<file path="src/rtl/cbr_refresh_pkg.sv">
`timescale 1ns/1ps
package cbr_refresh_pkg;

  typedef enum logic [2:0] {
    PH_IDLE  = 3'd0,
    PH_LEAD  = 3'd1,
    PH_HOLD  = 3'd2,
    PH_TAIL  = 3'd3,
    PH_PRECH = 3'd4
  } phase_e;

  // control -> datapath strobes
  typedef struct packed {
    logic   take;      // consume one pending refresh
    logic   load;      // reload the phase timer
    phase_e nextPhase; // phase whose length is loaded
  } ctrl_strobe_t;

  // ceil(ns / period), never below one cycle
  function automatic int unsigned ns_to_cycles(input int unsigned ns,
                                               input int unsigned periodPs);
    int unsigned c;
    c = (ns * 1000 + periodPs - 1) / periodPs;
    if (c < 1) c = 1;
    return c;
  endfunction

  function automatic int unsigned max2(input int unsigned a, input int unsigned b);
    return (a > b) ? a : b;
  endfunction

endpackage

</file>
<file path="src/rtl/refresh_datapath.sv">
`timescale 1ns/1ps
module refresh_datapath
  import cbr_refresh_pkg::*;
#(
  parameter int unsigned LEAD_CYC     = 1,
  parameter int unsigned HOLD_CYC     = 1,
  parameter int unsigned TAIL_CYC     = 5,
  parameter int unsigned PRECH_CYC    = 4,
  parameter int unsigned INTERVAL_CYC = 1562,
  parameter int unsigned MAX_PENDING  = 8,
  parameter int unsigned URGENT_LEVEL = 4
) (
  input  logic         clk,
  input  logic         rstN,
  input  ctrl_strobe_t ctrl,
  output logic         phaseDone,
  output logic         pendingAny,
  output logic         urgent
);

  localparam int unsigned PEND_W  = $clog2(MAX_PENDING + 1);
  localparam int unsigned INT_W   = $clog2(INTERVAL_CYC + 1);
  localparam int unsigned MAX_LEN = max2(max2(LEAD_CYC, HOLD_CYC), max2(TAIL_CYC, PRECH_CYC));
  localparam int unsigned PH_W    = $clog2(MAX_LEN + 1);

  logic [INT_W-1:0]  intervalCnt;
  logic              intervalTick;
  logic [PEND_W-1:0] pending;
  logic              takeOk;
  logic [PH_W-1:0]   phaseCnt;
  logic [PH_W-1:0]   loadVal;

  // free-running interval timer
  assign intervalTick = (intervalCnt == INT_W'(INTERVAL_CYC - 1));

  always_ff @(posedge clk) begin
    if (!rstN)             intervalCnt <= '0;
    else if (intervalTick) intervalCnt <= '0;
    else                   intervalCnt <= intervalCnt + 1'b1;
  end

  // saturating pending counter
  assign takeOk = ctrl.take && (pending != '0);

  always_ff @(posedge clk) begin
    if (!rstN) begin
      pending <= '0;
    end else begin
      unique case ({intervalTick, takeOk})
        2'b10: if (pending != PEND_W'(MAX_PENDING)) pending <= pending + 1'b1;
        2'b01: pending <= pending - 1'b1;
        default: pending <= pending;
      endcase
    end
  end

  assign pendingAny = (pending != '0);
  assign urgent     = (pending >= PEND_W'(URGENT_LEVEL));

  // phase timer: loaded with length-1, counts down to zero
  always_comb begin
    unique case (ctrl.nextPhase)
      PH_LEAD:  loadVal = PH_W'(LEAD_CYC - 1);
      PH_HOLD:  loadVal = PH_W'(HOLD_CYC - 1);
      PH_TAIL:  loadVal = PH_W'(TAIL_CYC - 1);
      PH_PRECH: loadVal = PH_W'(PRECH_CYC - 1);
      default:  loadVal = '0;
    endcase
  end

  always_ff @(posedge clk) begin
    if (!rstN)                phaseCnt <= '0;
    else if (ctrl.load)       phaseCnt <= loadVal;
    else if (phaseCnt != '0)  phaseCnt <= phaseCnt - 1'b1;
  end

  assign phaseDone = (phaseCnt == '0);

endmodule

</file>
<file path="src/rtl/refresh_ctrl.sv">
`timescale 1ns/1ps
module refresh_ctrl
  import cbr_refresh_pkg::*;
(
  input  logic         clk,
  input  logic         rstN,
  input  logic         refGrant,
  input  logic         phaseDone,
  input  logic         pendingAny,
  output ctrl_strobe_t ctrl,
  output logic         refReq,
  output logic         refBusy,
  output logic         casActive,
  output logic         rasActive
);

  phase_e state, nextState;

  always_ff @(posedge clk) begin
    if (!rstN) state <= PH_IDLE;
    else       state <= nextState;
  end

  always_comb begin
    nextState = state;
    ctrl      = '{take: 1'b0, load: 1'b0, nextPhase: PH_IDLE};
    unique case (state)
      PH_IDLE: begin
        if (refGrant && pendingAny) begin
          nextState      = PH_LEAD;
          ctrl.take      = 1'b1;
          ctrl.load      = 1'b1;
          ctrl.nextPhase = PH_LEAD;
        end
      end
      PH_LEAD: begin
        if (phaseDone) begin
          nextState      = PH_HOLD;
          ctrl.load      = 1'b1;
          ctrl.nextPhase = PH_HOLD;
        end
      end
      PH_HOLD: begin
        if (phaseDone) begin
          nextState      = PH_TAIL;
          ctrl.load      = 1'b1;
          ctrl.nextPhase = PH_TAIL;
        end
      end
      PH_TAIL: begin
        if (phaseDone) begin
          nextState      = PH_PRECH;
          ctrl.load      = 1'b1;
          ctrl.nextPhase = PH_PRECH;
        end
      end
      PH_PRECH: begin
        if (phaseDone) nextState = PH_IDLE;
      end
      default: nextState = PH_IDLE;
    endcase
  end

  assign casActive = (state == PH_LEAD) || (state == PH_HOLD);
  assign rasActive = (state == PH_HOLD) || (state == PH_TAIL);
  assign refBusy   = (state != PH_IDLE);
  assign refReq    = (state == PH_IDLE) && pendingAny;

endmodule

</file>
<file path="src/rtl/cbr_refresh_engine.sv">
`timescale 1ns/1ps
module cbr_refresh_engine
  import cbr_refresh_pkg::*;
#(
  parameter int unsigned CLK_PERIOD_PS = 10000,
  parameter int unsigned RETENTION_NS  = 16000000,
  parameter int unsigned ROW_COUNT     = 1024,
  parameter int unsigned T_CSR_NS      = 5,
  parameter int unsigned T_WRP_NS      = 10,
  parameter int unsigned T_CHR_NS      = 10,
  parameter int unsigned T_WRH_NS      = 10,
  parameter int unsigned T_RAS_NS      = 60,
  parameter int unsigned T_RP_NS       = 40,
  parameter int unsigned MAX_PENDING   = 8,
  parameter int unsigned URGENT_LEVEL  = 4,
  parameter int unsigned LANES         = 4
) (
  input  logic             clk,
  input  logic             rstN,
  input  logic             refGrant,
  output logic             refReq,
  output logic             refUrgent,
  output logic             refBusy,
  output logic [LANES-1:0] rasN,
  output logic [LANES-1:0] casN,
  output logic             weN
);

  localparam int unsigned LEAD_CYC  = max2(ns_to_cycles(T_CSR_NS, CLK_PERIOD_PS),
                                           ns_to_cycles(T_WRP_NS, CLK_PERIOD_PS));
  localparam int unsigned HOLD_CYC  = max2(ns_to_cycles(T_CHR_NS, CLK_PERIOD_PS),
                                           ns_to_cycles(T_WRH_NS, CLK_PERIOD_PS));
  localparam int unsigned RAS_CYC   = max2(ns_to_cycles(T_RAS_NS, CLK_PERIOD_PS), HOLD_CYC + 1);
  localparam int unsigned TAIL_CYC  = RAS_CYC - HOLD_CYC;
  localparam int unsigned PRECH_CYC = ns_to_cycles(T_RP_NS, CLK_PERIOD_PS);
  localparam int unsigned RAW_INT   = ((RETENTION_NS / ROW_COUNT) * 1000) / CLK_PERIOD_PS;
  localparam int unsigned INTERVAL_CYC = max2(RAW_INT, LEAD_CYC + RAS_CYC + PRECH_CYC + 1);

  ctrl_strobe_t ctrlStrobe;
  logic phaseDone, pendingAny, casActive, rasActive;

  refresh_ctrl u_ctrl (
    .clk        (clk),
    .rstN       (rstN),
    .refGrant   (refGrant),
    .phaseDone  (phaseDone),
    .pendingAny (pendingAny),
    .ctrl       (ctrlStrobe),
    .refReq     (refReq),
    .refBusy    (refBusy),
    .casActive  (casActive),
    .rasActive  (rasActive)
  );

  refresh_datapath #(
    .LEAD_CYC     (LEAD_CYC),
    .HOLD_CYC     (HOLD_CYC),
    .TAIL_CYC     (TAIL_CYC),
    .PRECH_CYC    (PRECH_CYC),
    .INTERVAL_CYC (INTERVAL_CYC),
    .MAX_PENDING  (MAX_PENDING),
    .URGENT_LEVEL (URGENT_LEVEL)
  ) u_dp (
    .clk        (clk),
    .rstN       (rstN),
    .ctrl       (ctrlStrobe),
    .phaseDone  (phaseDone),
    .pendingAny (pendingAny),
    .urgent     (refUrgent)
  );

  // one driver per lane, all lanes share the same phase decode
  for (genvar g = 0; g < LANES; g++) begin : g_lane
    assign rasN[g] = ~rasActive;
    assign casN[g] = ~casActive;
  end

  assign weN = 1'b1;

endmodule

</file>
<file path="config.mk">
export PLATFORM = sky130hd
export DESIGN_NAME = cbr_refresh_engine
export DESIGN_NICKNAME = d
export VERILOG_FILES = /design/src/rtl/cbr_refresh_pkg.sv /design/src/rtl/refresh_datapath.sv /design/src/rtl/refresh_ctrl.sv /design/src/rtl/cbr_refresh_engine.sv
export SDC_FILE = /design/constraint.sdc
export NUM_CORES = 1
export LEC_CHECK = 0
export BUFFER_PORTS_ARGS = -buffer_cell sky130_fd_sc_hd__buf_2
export CORE_MARGIN = 2
export CORE_UTILIZATION = 52
export DETAILED_ROUTE_END_ITERATION = 10
export PLACE_DENSITY = 0.75
export SYNTH_ARGS = -nofsm -noshare
export SYNTH_HDL_FRONTEND = slang
export SYNTH_HIERARCHICAL = 1
export SYNTH_SLANG_ARGS = --single-unit
</file>
<file path="constraint.sdc">
create_clock -name clk -period 2.35 [get_ports clk]
set_input_delay 0.235 -clock clk [delete_from_list [all_inputs] [get_ports clk]]
set_output_delay 0.235 -clock clk [all_outputs]
set_load 0.1 [all_outputs]
</file>
# Word level (Yosys, flattened, before mapping)
# Index checks and enable logic that the tools add are counted.
# totals
output_inout_bits,12
ff_bits,21
in_bits,3
word_cells,60
# op_classes
n_bitwise,3
magnitude_cmp,1
n_reduce_logical,15
eq_ne,16
addsub,4
n_mux,17
# ops
operator,count
3-bit 2-to-1 mux,7
4-bit 2-to-1 mux,4
4-bit one-hot mux with 4 select lines,1
3-bit one-hot mux with 5 select lines,1
"11-bit by 1-bit adder with 11-bit output, second input constant",1
"11-bit equality test, second input constant",1
"3-bit by 2-bit equality test with 1-bit output, second input constant",3
"2-bit inequality test, second input constant",4
4-bit one-hot mux with 2 select lines,1
"3-bit equality test, second input constant",2
3-bit logical NOT,2
3-bit one-hot mux with 2 select lines,1
3-bit nonzero test,2
5-bit 2-to-1 mux,1
5-bit AND reduction,1
"4-bit by 1-bit adder with 4-bit output, second input constant",1
"4-bit by 3-bit greater-or-equal comparator with 1-bit output, second input constant",1
"2-bit by 1-bit inequality test with 1-bit output, second input constant",2
"4-bit inequality test, second input constant",1
2-bit nonzero test,2
4-bit nonzero test,1
"4-bit by 1-bit subtractor with 4-bit output, second input constant",1
"3-bit by 1-bit equality test with 1-bit output, second input constant",1
1-bit logical AND,3
8 further kinds,11

# Logic depth before layout (Yosys ltp)
# depth
ltp_word,8
depth_mapped,11
mapped_depth_nobuf,11

# Cells and area by module
# The synthesis kept the hierarchy.
# by_module_without_submodules
module,n_inst,seq_area_each_um2,area_each_um2,cells_per_inst
refresh_datapath,1,360.3,1031.0,119
refresh_ctrl,1,60.1,255.2,31
cbr_refresh_engine,1,0.0,63.8,10

# Worst setup path before layout
# No wires, ideal clock.
# synth_timing
kind,register to output
startpoint,register u_ctrl.state[0]
endpoint,output refReq
required_time_ps,2115
stages_incl_launch_ff,4
path_slack_ps,-145
t_arrival_ps,2260
path_buffers,1
path_cell_list,dfxtp_1 -> buf_6 -> or3_4 -> nor2_1
# synth_via
elab_chain_len,2
# synth_lines
item,line_no,text
start: declaration,refresh_ctrl.sv:17,"phase_e state, nextState;"
start signal: assignment,refresh_ctrl.sv:21,else state <= nextState;
3-bit logical NOT,refresh_ctrl.sv:67,assign refReq = (state == PH_IDLE) && pendingAny;
1-bit logical AND,refresh_ctrl.sv:67,
end: declaration,cbr_refresh_engine.sv:21,"output logic refReq,"
# Every way passes these cells.

==> impl_metrics.toml <==
[cts]
cts_root_buf = "clkbuf_4"
htreeDepth = 1
cts_sinks = 21
cts_made_buffers = 3
clock_path_buffers = 2
clk_latency_ns = 0.32
clk_pin_slew_worst_paths_ns = 0.13
cts_tree = "built"

[route]
drtIter0Drc = 22
drc = 0
drt-pass1-iter-count = 4
vias_per_cell = 5.32
via_count = 1086
routedWlPerCell_um = 11.8
ant_nets = 0
wl_mm = 2.40

[sta]
slew_violations = 0
hold_viol = 0
max_freq_mhz = 437
period_minus_slack_ns = 2.29
whs_ns = 0.240
fin_setup_tns_ns = 0
finalCritPeriodShare_pct = 97.3
setup_ws_ns = 0.0636
skew_ns = 0.0194
setup_viol = 0

[synthesis]
syn_inst = 160
synthArstFlopShare_pct = 0
synth_cell_type_count = 45
synthFlopType = "dfxtp_1"
synth-seq-area-share_pct = 31.1
synth_most_common_cell = "dfxtp_1"
synth.avg_cell_area_um2 = 8.44
ys_top_cells_by_count = "dfxtp_1, nor2_1, nand2_1"
ys_seq_elements = 21
synth_nets = 170
yosysTopAreaCell = "dfxtp_1"
synth_top_area_share_pct = 31.1
synth_area_leaders = "dfxtp_1, xnor2_1, ha_1"
synth_edf_count = 0
synth_warnings = 6
synth_area_um2 = 1350

[worst_setup_path]
worstPathMaxFanout = 7
required_ns = 2.60
r2r_cells = 10
r2r_slack_ns = 0.06
critical_path_class = "reg -> reg"
regToRegEndpoint = "u_dp/pending[3]$_SDFFE_PN0P_"
cp-end-kind = "register"
startpoint_type = "register"
r2r_start = "u_dp/pending[0]$_SDFFE_PN0P_"
crit_arrival_ns = 2.53

[global_routing]
grt_max_degree = 18
grt_pass1_vias = 910
grt_overflow_total = 0
grt_usage_pct = 16.4
antenna_found_initial = 0
grt_pass1_wl_mm = 3.57

[cells_and_area]
final_nets = 185
drive_above_1_share_pct = 24.1
final_area_um2 = 1480
diodes = 0
area_delta_synth_final_pct = 9.92

[power_and_ir_drop]
ir_drop_mv = 0.473
p_per_area_nw_per_um2 = 656
p_leak_nw = 0.584

[hold_path]
worstHoldStart = "refGrant"
min_path_cells = 3
hp-class = "in -> reg"
holdPathEnd = "u_ctrl/state[0]$_SDFFE_PN0P_"

[floorplan]
chipHeight_um = 55.0
start_util_pct = 54.5
ioPinCount = 15
core-area_um2 = 2480
dieArea_um2 = 3020
rows = 18
die_x_um = 55.0

[status]
status = "finished, final reports clean"

[placed_design]
dpl-instance-area_um2 = 1420
port_buffers = 13
dp_hpwl_mm = 1.70
dpl_worst_slack_ns = 0.0386
gp_congestion = 0.950

[flow_run]
cap_violations = 0
## cell usage in the layout (no fill, tap or decap), types with 2 or more instances in the layout
cell type	instances
nand2b_1	2
o21ai_0	2
clkbuf_4	3
nor4bb_1	2
xor2_1	2
buf_2	13
nor2_1	18
and4bb_2	2
xnor2_1	10
a21oi_1	5
nand3b_1	3
nand3_1	7
nand2_1	17
inv_1	10
a211oi_1	4
dfxtp_1	20
buf_4	9
ha_1	5
mux2i_1	4
o21a_1	4
nor3_1	3
nor4_1	2
nand4b_1	2
## flip-flops by register name, indices dropped and copies added (netlist names)
signal and cells:
u_dp/intervalCnt 11, u_dp/phaseCnt 3, u_ctrl/state 3, u_dp/pending 4
## cell type report
cell class	count	area, um2
clock buffers	4	26.3
flip-flops and latches	21	422
well taps	30	37.5
inverters	10	37.5
multi-input cells	117	828
repair buffers	22	133
fillers	228	993
## timing repair
item                                    CTS  global route
hold buffers                              0             0
endpoints found under the setup margin    0             1
buffers inserted                          0             2
resized for setup                         0             4
## metrics by stage
step	total power, mW	std cells	util, %
after floorplan	0.758	160	-
after global placement	0.777	198	57.3
after detailed placement	0.793	198	57.3
after CTS	0.974	202	58.4
after global routing	1.03	204	59.9
final	0.973	204	59.9
## power breakdown
group	leakage [nW]	switching [mW]	total, mW	internal [mW]
combinational	0.398	0.266	0.387	0.121
clock	0.0150	0.114	0.181	0.0663
sequential	0.171	0.0203	0.406	0.386
total	0.584	0.401	0.973	0.573
## kinds of logic (layout without fill, tap and decap cells)
kind of cell	count (synthesis)	count (layout)	synth area share, %
fa+ha+maj	7	7	7.04
other cells	1	1	0.278
buf+inv	22	36	9.27
flops	21	21	31.1
compound gates	20	20	10.1
mux	6	6	4.91
xor+xnor	12	12	7.78
simple gates	71	71	29.5
## critical path, cell delays in order (launching register included)
cell and delay (ns):
dfxtp_1 0.34, or4_4 0.54, nand2_1 0.13, nor2_4 0.06
nand3_1 0.11, inv_1 0.10, ha_1 0.29, a21o_2 0.24
a211oi_1 0.24, a311oi_1 0.07, nand3_1 0.09
## how the worst max path moves through the flow
stage               slack [ns]                           end                          from  cells past startpoint
global placement          0.12  u_dp/pending[3]$_SDFFE_PN0P_  u_dp/pending[1]$_SDFFE_PN0P_                     10
finish                    0.06  u_dp/pending[3]$_SDFFE_PN0P_  u_dp/pending[0]$_SDFFE_PN0P_                     10
detailed placement        0.04  u_dp/pending[3]$_SDFFE_PN0P_  u_dp/pending[1]$_SDFFE_PN0P_                     10
global route          -0.00003  u_dp/pending[3]$_SDFFE_PN0P_  u_dp/pending[0]$_SDFFE_PN0P_                     10
CTS                      0.005  u_dp/pending[3]$_SDFFE_PN0P_  u_dp/pending[1]$_SDFFE_PN0P_                     10
floorplan                 0.02  u_dp/pending[3]$_SDFFE_PN0P_  u_ctrl/state[0]$_SDFFE_PN0P_                     10
## metal layers
| layer | global-route usage (%) | up-vias | wire length (um) |
|---|---|---|---|
| li1 | - | 566 | - |
| met1 | 18.7 | 489 | 1080 |
| met2 | 30.2 | 29 | 1170 |
| met3 | 5.65 | 2 | 128 |
| met4 | 2.44 | 0 | 15 |
| met5 | 0 | - | 0 |
Power figures use the tool's default switching activity.
